==> config.mk <==
export PLATFORM = sky130hd
export DESIGN_NAME = irq_prio_ctrl
export DESIGN_NICKNAME = d
export VERILOG_FILES = /design/src/rtl/irq_prio_pkg.sv /design/src/rtl/irq_slot_map.sv /design/src/rtl/irq_arbiter.sv /design/src/rtl/irq_level_stack.sv /design/src/rtl/irq_prio_ctrl.sv
export SDC_FILE = /design/constraint.sdc
export NUM_CORES = 1
export LEC_CHECK = 0
export ABC_AREA = 1
export BUFFER_PORTS_ARGS = -buffer_cell sky130_fd_sc_hd__buf_2
export CAP_MARGIN = 10
export CORE_UTILIZATION = 40
export CTS_BUF_LIST = sky130_fd_sc_hd__clkbuf_8
export CTS_CLUSTER_DIAMETER = 80
export DETAILED_ROUTE_END_ITERATION = 7
export PLACE_DENSITY = 0.67
export SLEW_MARGIN = 25
export SYNTH_ARGS = -nofsm -noshare
export SYNTH_HDL_FRONTEND = slang
export SYNTH_HIERARCHICAL = 1
export SYNTH_SLANG_ARGS = --single-unit
==> constraint.sdc <==
create_clock -name clk -period 3 [get_ports clk]
set_clock_uncertainty 0.1 [all_clocks]
set_input_delay 0.15 -clock clk [delete_from_list [all_inputs] [get_ports clk]]
set_output_delay 0.15 -clock clk [all_outputs]
set_load 0.005 [all_outputs]
==> src/rtl/irq_prio_pkg.sv <==
package irq_prio_pkg;
  // Internal rank: 0 = none, 1 = low, 2 = high, 3 = highest
  localparam logic [1:0] RANK_NONE = 2'd0;
  localparam logic [1:0] RANK_LOW  = 2'd1;
  localparam logic [1:0] RANK_HIGH = 2'd2;
  localparam logic [1:0] RANK_TOP  = 2'd3;

  // Programmed priority codes
  localparam logic [1:0] CODE_HIGH = 2'b01;
  localparam logic [1:0] CODE_TOP  = 2'b10;

  function automatic logic [2:0] rank_bit(input logic [1:0] r);
    case (r)
      RANK_LOW:  rank_bit = 3'b001;
      RANK_HIGH: rank_bit = 3'b010;
      RANK_TOP:  rank_bit = 3'b100;
      default:   rank_bit = 3'b000;
    endcase
  endfunction
endpackage

==> src/rtl/irq_slot_map.sv <==
module irq_slot_map
  import irq_prio_pkg::*;
#(
  parameter int NUM_SLOTS     = 10,
  parameter int SRCS_PER_SLOT = 2,
  parameter int X_SLOTS       = 2
) (
  input  logic [NUM_SLOTS*SRCS_PER_SLOT-1:0] src_pend,
  input  logic [NUM_SLOTS-1:0]               slot_en,
  input  logic [2*NUM_SLOTS-1:0]             slot_code,
  output logic [NUM_SLOTS-1:0][1:0]          slot_rank
);
  for (genvar g = 0; g < NUM_SLOTS; g++) begin : g_slot
    logic       active;
    logic [1:0] code;
    logic [1:0] legal;

    assign active = slot_en[g] & (|src_pend[g*SRCS_PER_SLOT +: SRCS_PER_SLOT]);
    assign code   = slot_code[2*g +: 2];

    if (g < X_SLOTS) begin : g_top_capable
      assign legal = (code == CODE_TOP) ? RANK_TOP : RANK_LOW;
    end else begin : g_high_capable
      assign legal = (code == CODE_HIGH) ? RANK_HIGH : RANK_LOW;
    end

    assign slot_rank[g] = active ? legal : RANK_NONE;
  end
endmodule

==> src/rtl/irq_arbiter.sv <==
module irq_arbiter
  import irq_prio_pkg::*;
#(
  parameter int NUM_SLOTS = 10,
  localparam int IDX_W    = (NUM_SLOTS > 1) ? $clog2(NUM_SLOTS) : 1
) (
  input  logic [NUM_SLOTS-1:0][1:0] slot_rank,
  input  logic [1:0]                floor_rank,
  output logic                      win_valid,
  output logic [IDX_W-1:0]          win_idx,
  output logic [1:0]                win_rank
);
  logic [1:0]       best_rank;
  logic [IDX_W-1:0] best_idx;

  // Ascending scan with strict compare: the lowest index keeps a tie.
  always_comb begin
    best_rank = RANK_NONE;
    best_idx  = '0;
    for (int i = 0; i < NUM_SLOTS; i++) begin
      if (slot_rank[i] > best_rank) begin
        best_rank = slot_rank[i];
        best_idx  = IDX_W'(i);
      end
    end
  end

  assign win_valid = best_rank > floor_rank;
  assign win_idx   = best_idx;
  assign win_rank  = best_rank;

  // no slot is stronger than the winner, and none of equal rank sits below it
  always_comb begin
    for (int k = 0; k < NUM_SLOTS; k++) begin
      a_winner_r3: assert (!win_valid || slot_rank[k] <= win_rank ||
                           $isunknown(slot_rank[k]));
      if (win_valid && (k < int'(win_idx))) begin
        a_tie_low_r4: assert (slot_rank[k] != win_rank || $isunknown(slot_rank[k]));
      end
    end
  end
endmodule

==> src/rtl/irq_level_stack.sv <==
module irq_level_stack
  import irq_prio_pkg::*;
(
  input  logic       clk,
  input  logic       rst_n,
  input  logic       push,
  input  logic [1:0] push_rank,
  input  logic       pop,
  output logic [1:0] cur_rank
);
  // Levels nest strictly upward, so the nesting record is one bit per level.
  logic [2:0] mask_q;
  logic [2:0] mask_n;
  logic [2:0] top_bit;
  logic       mask_en;

  always_comb begin
    if (mask_q[2])      top_bit = 3'b100;
    else if (mask_q[1]) top_bit = 3'b010;
    else                top_bit = {2'b00, mask_q[0]};
  end

  always_comb begin
    if (mask_q[2])      cur_rank = RANK_TOP;
    else if (mask_q[1]) cur_rank = RANK_HIGH;
    else if (mask_q[0]) cur_rank = RANK_LOW;
    else                cur_rank = RANK_NONE;
  end

  assign mask_en = push | pop;

  always_comb begin
    mask_n = mask_q;
    if (pop)  mask_n = mask_n & ~top_bit;
    if (push) mask_n = mask_n | rank_bit(push_rank);
  end

  always_ff @(posedge clk or negedge rst_n) begin
    if (!rst_n)       mask_q <= 3'b000;
    else if (mask_en) mask_q <= mask_n;
  end

  p_ret_empty_r10: assert property (@(posedge clk) disable iff (!rst_n)
    (pop && !push && mask_q == 3'b000) |=> (mask_q == 3'b000));

  p_ret_one_r10: assert property (@(posedge clk) disable iff (!rst_n)
    (pop && !push && mask_q != 3'b000) |=>
      ($countones(mask_q) == $countones($past(mask_q)) - 1));

  p_push_above_r11: assert property (@(posedge clk) disable iff (!rst_n)
    push |-> (push_rank > cur_rank));
endmodule

==> src/rtl/irq_prio_ctrl.sv <==
module irq_prio_ctrl
  import irq_prio_pkg::*;
#(
  parameter int NUM_SLOTS     = 10,
  parameter int SRCS_PER_SLOT = 2,
  parameter int X_SLOTS       = 2,
  parameter int VEC_W         = 8,
  parameter int VEC_BASE      = 3,
  parameter int VEC_STEP      = 8,
  localparam int IDX_W        = (NUM_SLOTS > 1) ? $clog2(NUM_SLOTS) : 1,
  localparam int SRC_W        = NUM_SLOTS * SRCS_PER_SLOT
) (
  input  logic                   clk,
  input  logic                   rst_n,
  input  logic [SRC_W-1:0]       src_pend,
  input  logic [NUM_SLOTS-1:0]   slot_en,
  input  logic [2*NUM_SLOTS-1:0] slot_code,
  input  logic                   irq_ack,
  input  logic                   irq_ret,
  output logic                   irq_req,
  output logic [VEC_W-1:0]       irq_vec,
  output logic [1:0]             irq_lvl,
  output logic [1:0]             cur_lvl
);
  logic [NUM_SLOTS-1:0][1:0] slot_rank;
  logic                      win_valid;
  logic [IDX_W-1:0]          win_idx;
  logic [1:0]                win_rank;
  logic [VEC_W-1:0]          win_vec;
  logic [1:0]                cur_rank;

  logic             req_q, req_n, req_en;
  logic [VEC_W-1:0] vec_q;
  logic [1:0]       rank_q;
  logic             ack_fire, offer_load;

  irq_slot_map #(
    .NUM_SLOTS     (NUM_SLOTS),
    .SRCS_PER_SLOT (SRCS_PER_SLOT),
    .X_SLOTS       (X_SLOTS)
  ) u_map (
    .src_pend  (src_pend),
    .slot_en   (slot_en),
    .slot_code (slot_code),
    .slot_rank (slot_rank)
  );

  irq_arbiter #(
    .NUM_SLOTS (NUM_SLOTS)
  ) u_arb (
    .slot_rank  (slot_rank),
    .floor_rank (cur_rank),
    .win_valid  (win_valid),
    .win_idx    (win_idx),
    .win_rank   (win_rank)
  );

  irq_level_stack u_stack (
    .clk       (clk),
    .rst_n     (rst_n),
    .push      (ack_fire),
    .push_rank (rank_q),
    .pop       (irq_ret),
    .cur_rank  (cur_rank)
  );

  assign win_vec = VEC_W'(VEC_BASE) + VEC_W'(win_idx) * VEC_W'(VEC_STEP);

  // Offer handshake: load when idle, clear on acknowledge
  always_comb begin
    ack_fire   = req_q & irq_ack;
    offer_load = ~req_q & win_valid;
    req_en     = ack_fire | offer_load;
    req_n      = offer_load;
  end

  always_ff @(posedge clk or negedge rst_n) begin
    if (!rst_n)      req_q <= 1'b0;
    else if (req_en) req_q <= req_n;
  end

  always_ff @(posedge clk or negedge rst_n) begin
    if (!rst_n) begin
      vec_q  <= '0;
      rank_q <= RANK_NONE;
    end else if (offer_load) begin
      vec_q  <= win_vec;
      rank_q <= win_rank;
    end
  end

  assign irq_req = req_q;
  assign irq_vec = vec_q;
  assign irq_lvl = rank_q;
  assign cur_lvl = cur_rank;

  p_hold_r8: assert property (@(posedge clk) disable iff (!rst_n)
    (irq_req && !irq_ack) |=> (irq_req && $stable(irq_vec) && $stable(irq_lvl)));

  p_ack_r9: assert property (@(posedge clk) disable iff (!rst_n)
    (irq_req && irq_ack) |=> (!irq_req && cur_lvl == $past(irq_lvl)));

  p_above_r6: assert property (@(posedge clk) disable iff (!rst_n)
    irq_req |-> (irq_lvl > cur_lvl));
endmodule

# After elaboration in Yosys (flattened, before gate mapping)
# Cells that the tools add are included.
# word_totals
output_inout_bits	13
word_cells	105
inputBits	54
regBits	14
# classes
eq_ne	13
addsub	1
bitwise_logic	18
magnitude_cmp	11
muxes	48
n_reduce_logical	10
# ops
operator	count
2-bit 2-to-1 mux	35
3-bit 2-to-1 mux	8
2-bit > comparator	10
2-bit OR reduction	10
2-bit by 1-bit == test with 1-bit output (second input constant)	9
1-bit AND	12
3-bit one-hot mux with 3 select lines	1
2-bit by 7-bit adder with 8-bit output (first input constant)	1
2-bit == test (second input constant)	4
4-bit 2-to-1 mux	2
3-bit AND	1
3-bit NOT	1
3-bit bitwise OR	1
2-bit by 1-bit > comparator with 1-bit output (second input constant)	1
1-bit 2-to-1 mux	2
1-bit bitwise OR	2
1-bit NOT	1

# Depth between registers and ports, before layout
# depth
depth_word	26
ltp_mapped	65

# Hierarchy
# Netlist, hierarchy kept.
# by_module_without_submodules
module	area_each_um2	cells_each	instances
irq_arbiter	1048.5	149	1
irq_prio_ctrl	336.6	37	1
irq_slot_map	315.3	60	1
irq_level_stack	146.4	18	1

# Worst setup path before layout
# No wires, ideal clock.
# synth_path
path_kind	in2reg
from	in slot_code[2]
to	reg rank_q[0], in the netlist irq_lvl[0]
arrival_ns	7.594
n_path_buf	0
cell_stages	62
setup_slack_ns	-4.811
setup_ns	0.117
path_cell_list	inv_1 > nand2_1 > nor2_1 > inv_1 > ha_1 > o21ai_2 > nand2_1 > nand2_1 > nand2_1 > ha_1 > inv_1 > o21ai_2 > inv_2 > nand2_1 > nand2_1 > ha_1 > inv_2 > o21ai_2 > [26 not listed] > nand2_1 > ha_1 > inv_1 > o21ai_2 > inv_1 > nand2_1 > nand2_1 > ha_1 > inv_1 > o21ai_2 > inv_1 > nand2_1 > nand2_1 > ha_1 > a21oi_1 > nand2_4 > nand2_1 > nand2_1
# synth_lines
item	line	text
start: declaration	irq_prio_ctrl.sv:17	input logic [2*NUM_SLOTS-1:0] slot_code,
end signal: assignment	irq_prio_ctrl.sv:88	rank_q <= win_rank;
end: declaration	irq_prio_ctrl.sv:34	logic [1:0] rank_q;

==> summary.md <==
| Metric | Value |
|---|---|
| Status | finished with violations |
| Failing checks | hold timing, setup timing |
| First-pass DRT Iterations | 4 |
| Die Width | 69.9 um |
| CP max-delay cell | ha_1 |
| Max stage delay on crit path | 0.28 ns |
| DR DRC count | 0 |
| Asr flop ratio synth | 100% |
| Fin. Hold Viols | 1 |
| Fin worst setup slack | -4.50 ns |
| Endpoints failing setup | 8 |
| Yosys top cell area share | between 15 and 20% |
| Max rail drop VDD | 0.000369 V |
| Wire per inst | 14.6 um |
| Fin crit period | between 7 and 8 ns |
| Most common flop cell mapped by yosys | dfrtp_1 |
| Die area | around 4900 um2 |
| Row count | 24 |
| Mapped Avg Cell Area | 7.00 um2 |
| CP Class | input pin to flop |
| Critical Path Start | slot_code[2] |
| Core area | ~4400 um2 |
| Port bufs | 64 |
| Initial DRC Count | about 120 |
| Fraction of layout cells with a size suffix above 1 | 73.2% |
| Final Cycle Share | 250% |
| GP Congestion | 0.749 |
| Startpoint types | input pin |
| Fraction of power consumed by sequential logic | 9.5% |
| Initial antenna violation count | 0 |
| Reg2Reg Depth | 6 |
| Top-Level Pins | 67 |
| Synth unique cells | 22 |
| F_max | 133 MHz |
| Fin nets | 565 |
| Post-DP HPWL | ~3300 um |
| Clock Sinks | 11 |
| R2r endpoint | irq_vec[3] |
| Final Max Tran Viols | 0 |
| Worst setup path end | irq_vec[3] |
| CP Data Required Time | 3.03 ns |
| DR vias/cell | 4.94 |
| N_diodes | 0 |
| Fill cell count | 212 |
| Worst skew pair latency | 0.24 ns |
| Number of max-cap violations | 0 |
| Post-synth top cells | 54 x inv_1, 53 x nand2_1, 29 x ha_1 |
| TNS Setup | -35.66 ns |
| PwrDens | about 740 nW/um2 |
| DR vias | 2633 |
| Root Driver | clkbuf_8 |
| Chip height | 69.9 um |
| First-pass GRT wire length | roughly 11000 um |
| Clk network pwr share | 5.3% |
| Critical R2R Launch | u_stack/mask_q[1] |
| LEAKAGE | 2.12 nW |
| Register area share after synthesis | 14.9% |
| Gr usage total | 27.4% |
| GR Overflow Total | 0 |
| Area growth syn-to-layout | 104% |
| Critical path peak fanout | 8 |
| CTS tree | built |
| Vias in the first global route | 2724 |
| Most frequent cell after synthesis | inv_1 |
| Final non-filler cell total | roughly 530 |
| Net Switching | 1.26 mW |
| Switching share of power | 45.0% |
| Number of synthesized flops with an enable pin | 0 |
| Clock Tree Buf Depth | 2 |
| Post-layout instance area | 3780 um2 |
| Synth top area cells | ha_1 20%, dfrtp_1 15%, inv_1 11%, nand2_1 11%, nand3_2 7.6% |
| Placed Area | 2730 um2 |
| Cell-internal power | roughly 1.5 mW |
| Mapped Area | about 1800 um2 |
| Largest net degree at the start of global routing | 12 |
| Combinational Power Share | a little under nine tenths |
| Dominant cell type by area after synthesis | ha_1 |
| FF-to-FF setup slack | 1.20 ns |
| H-tree levels | 1 |
| Worst hold slack | -0.00130 ns |
| Most frequent CP cell | buf_4 |
| Placed insts | around 430 |
| Post-Route WL | between 7000 and 8000 um |
| Worst-path clk slew | 0.05 ns |
| Number of synthesized register bits | 11 |
| Mapped Cells | 264 |
| Setup crit end kind | flop |
| Post-route ant nets | 0 |
| Hold/Removal Path Class | input pin to flop |
| CP Data Arrival Time | 7.53 ns |
| RSZ-0062 raised after global routing | true |
| TritonCTS Buffers | 3 |
| Initial Utilization | approximately 42% |
| Yosys warnings | 6 |
## layer usage
metal / global-route usage (%) / vias to the layer above / wire length, um
li1: - / 1239 / -
met1: 24.0 / 1227 / 2530
met2: 57.6 / 113 / 4340
met3: 3.61 / 54 / 294
met4: 15.1 / 0 / 610
met5: 0 / - / 0
## critical path: cells and delay by family
| kind | cells | cell delay (ns) |
|---|---|---|
| buf+inv | 30 | 2.93 |
| simple gates | 21 | 1.72 |
| fa+ha+maj | 7 | 1.63 |
| compound gates | 8 | 1.06 |
## sequential cells by signal, summed over array words and instances, names as in the netlist
signal	flops
irq_lvl	2
irq_req	1
u_stack/mask_q	3
irq_vec	5
## layout by cell type, fill, tap and decap left out, drive strengths merged, types with 4 or more instances in the layout
cell type / synthesis / final
dfrtp: 11 / 11
o21bai: 8 / 8
o21ai: 25 / 25
buf: 5 / 216
ha: 29 / 29
nand3: 25 / 25
a21oi: 4 / 4
nand2: 64 / 64
inv: 67 / 68
nor2: 23 / 23
## kinds of logic after synthesis
logic type | count (synthesis) | synth area share [%]
AOI/OAI and AO/OA | 38 | 18.0
adders and majority gates | 29 | 19.6
buffers and inverters | 72 | 15.7
DFF | 11 | 14.9
other | 1 | 0.203
and+or+nand+nor | 113 | 31.6
## stage by stage
stage | utilization, % | worst slack [ns] | total power [mW] | hold WS [ns]
6_report | 86.1 | -4.50 | 2.79 | -0.00130
5_1_grt | 86.1 | -4.83 | 2.97 | 0.00891
4_1_cts | 80.3 | -4.07 | 2.27 | 0.00347
3_5_place_dp | 62.4 | -4.60 | 1.68 | -0.0727
3_3_place_gp | 62.4 | -4.46 | 1.64 | -0.0736
2_1_floorplan | - | -4.33 | 1.16 | -0.246
## power groups by stage
| stage | Combinational [mW] | Sequential [mW] | Clock (mW) |
|---|---|---|---|
| global placement | 1.38 | 0.258 | 0 |
| global route | 2.54 | 0.273 | 0.157 |
| finish | 2.38 | 0.265 | 0.147 |
| floorplan | 0.908 | 0.257 | 0 |
| CTS | 1.87 | 0.257 | 0.145 |
| detailed placement | 1.42 | 0.259 | 0 |
## worst min-delay path by stage
stage,startpoint,end,slack (ns),cells past startpoint
global placement,rst_n,irq_vec[3],-0.07,1
global route,irq_ret,u_stack/mask_q[2],0.009,2
floorplan,rst_n,irq_lvl[0],-0.25,0
finish,irq_ret,u_stack/mask_q[2],-0.001,2
CTS,irq_ack,irq_req,0.003,2
detailed placement,rst_n,irq_vec[3],-0.07,1
## cell type report
type / count / area [um2] / area share [%]
multi-input cells: 182 / 1620 / 42.8
repair buffers: 217 / 1520 / 40.2
flip-flops and latches: 11 / 275 / 7.29
inverters: 67 / 256 / 6.79
well taps: 52 / 65.1 / 1.72
clock buffers: 3 / 41.3 / 1.09
clock inverters: 1 / 3.75 / 0.0994
## what timing repair did
item,in CTS,in global routing
buffers inserted,85,10
gates cloned,0,0
setup endpoints to repair,8,8
endpoints found under the hold margin,11,0
pin swaps,31,47
gates resized for setup,26,42
hold buffers,1,0
Power figures use the tool's default switching activity.
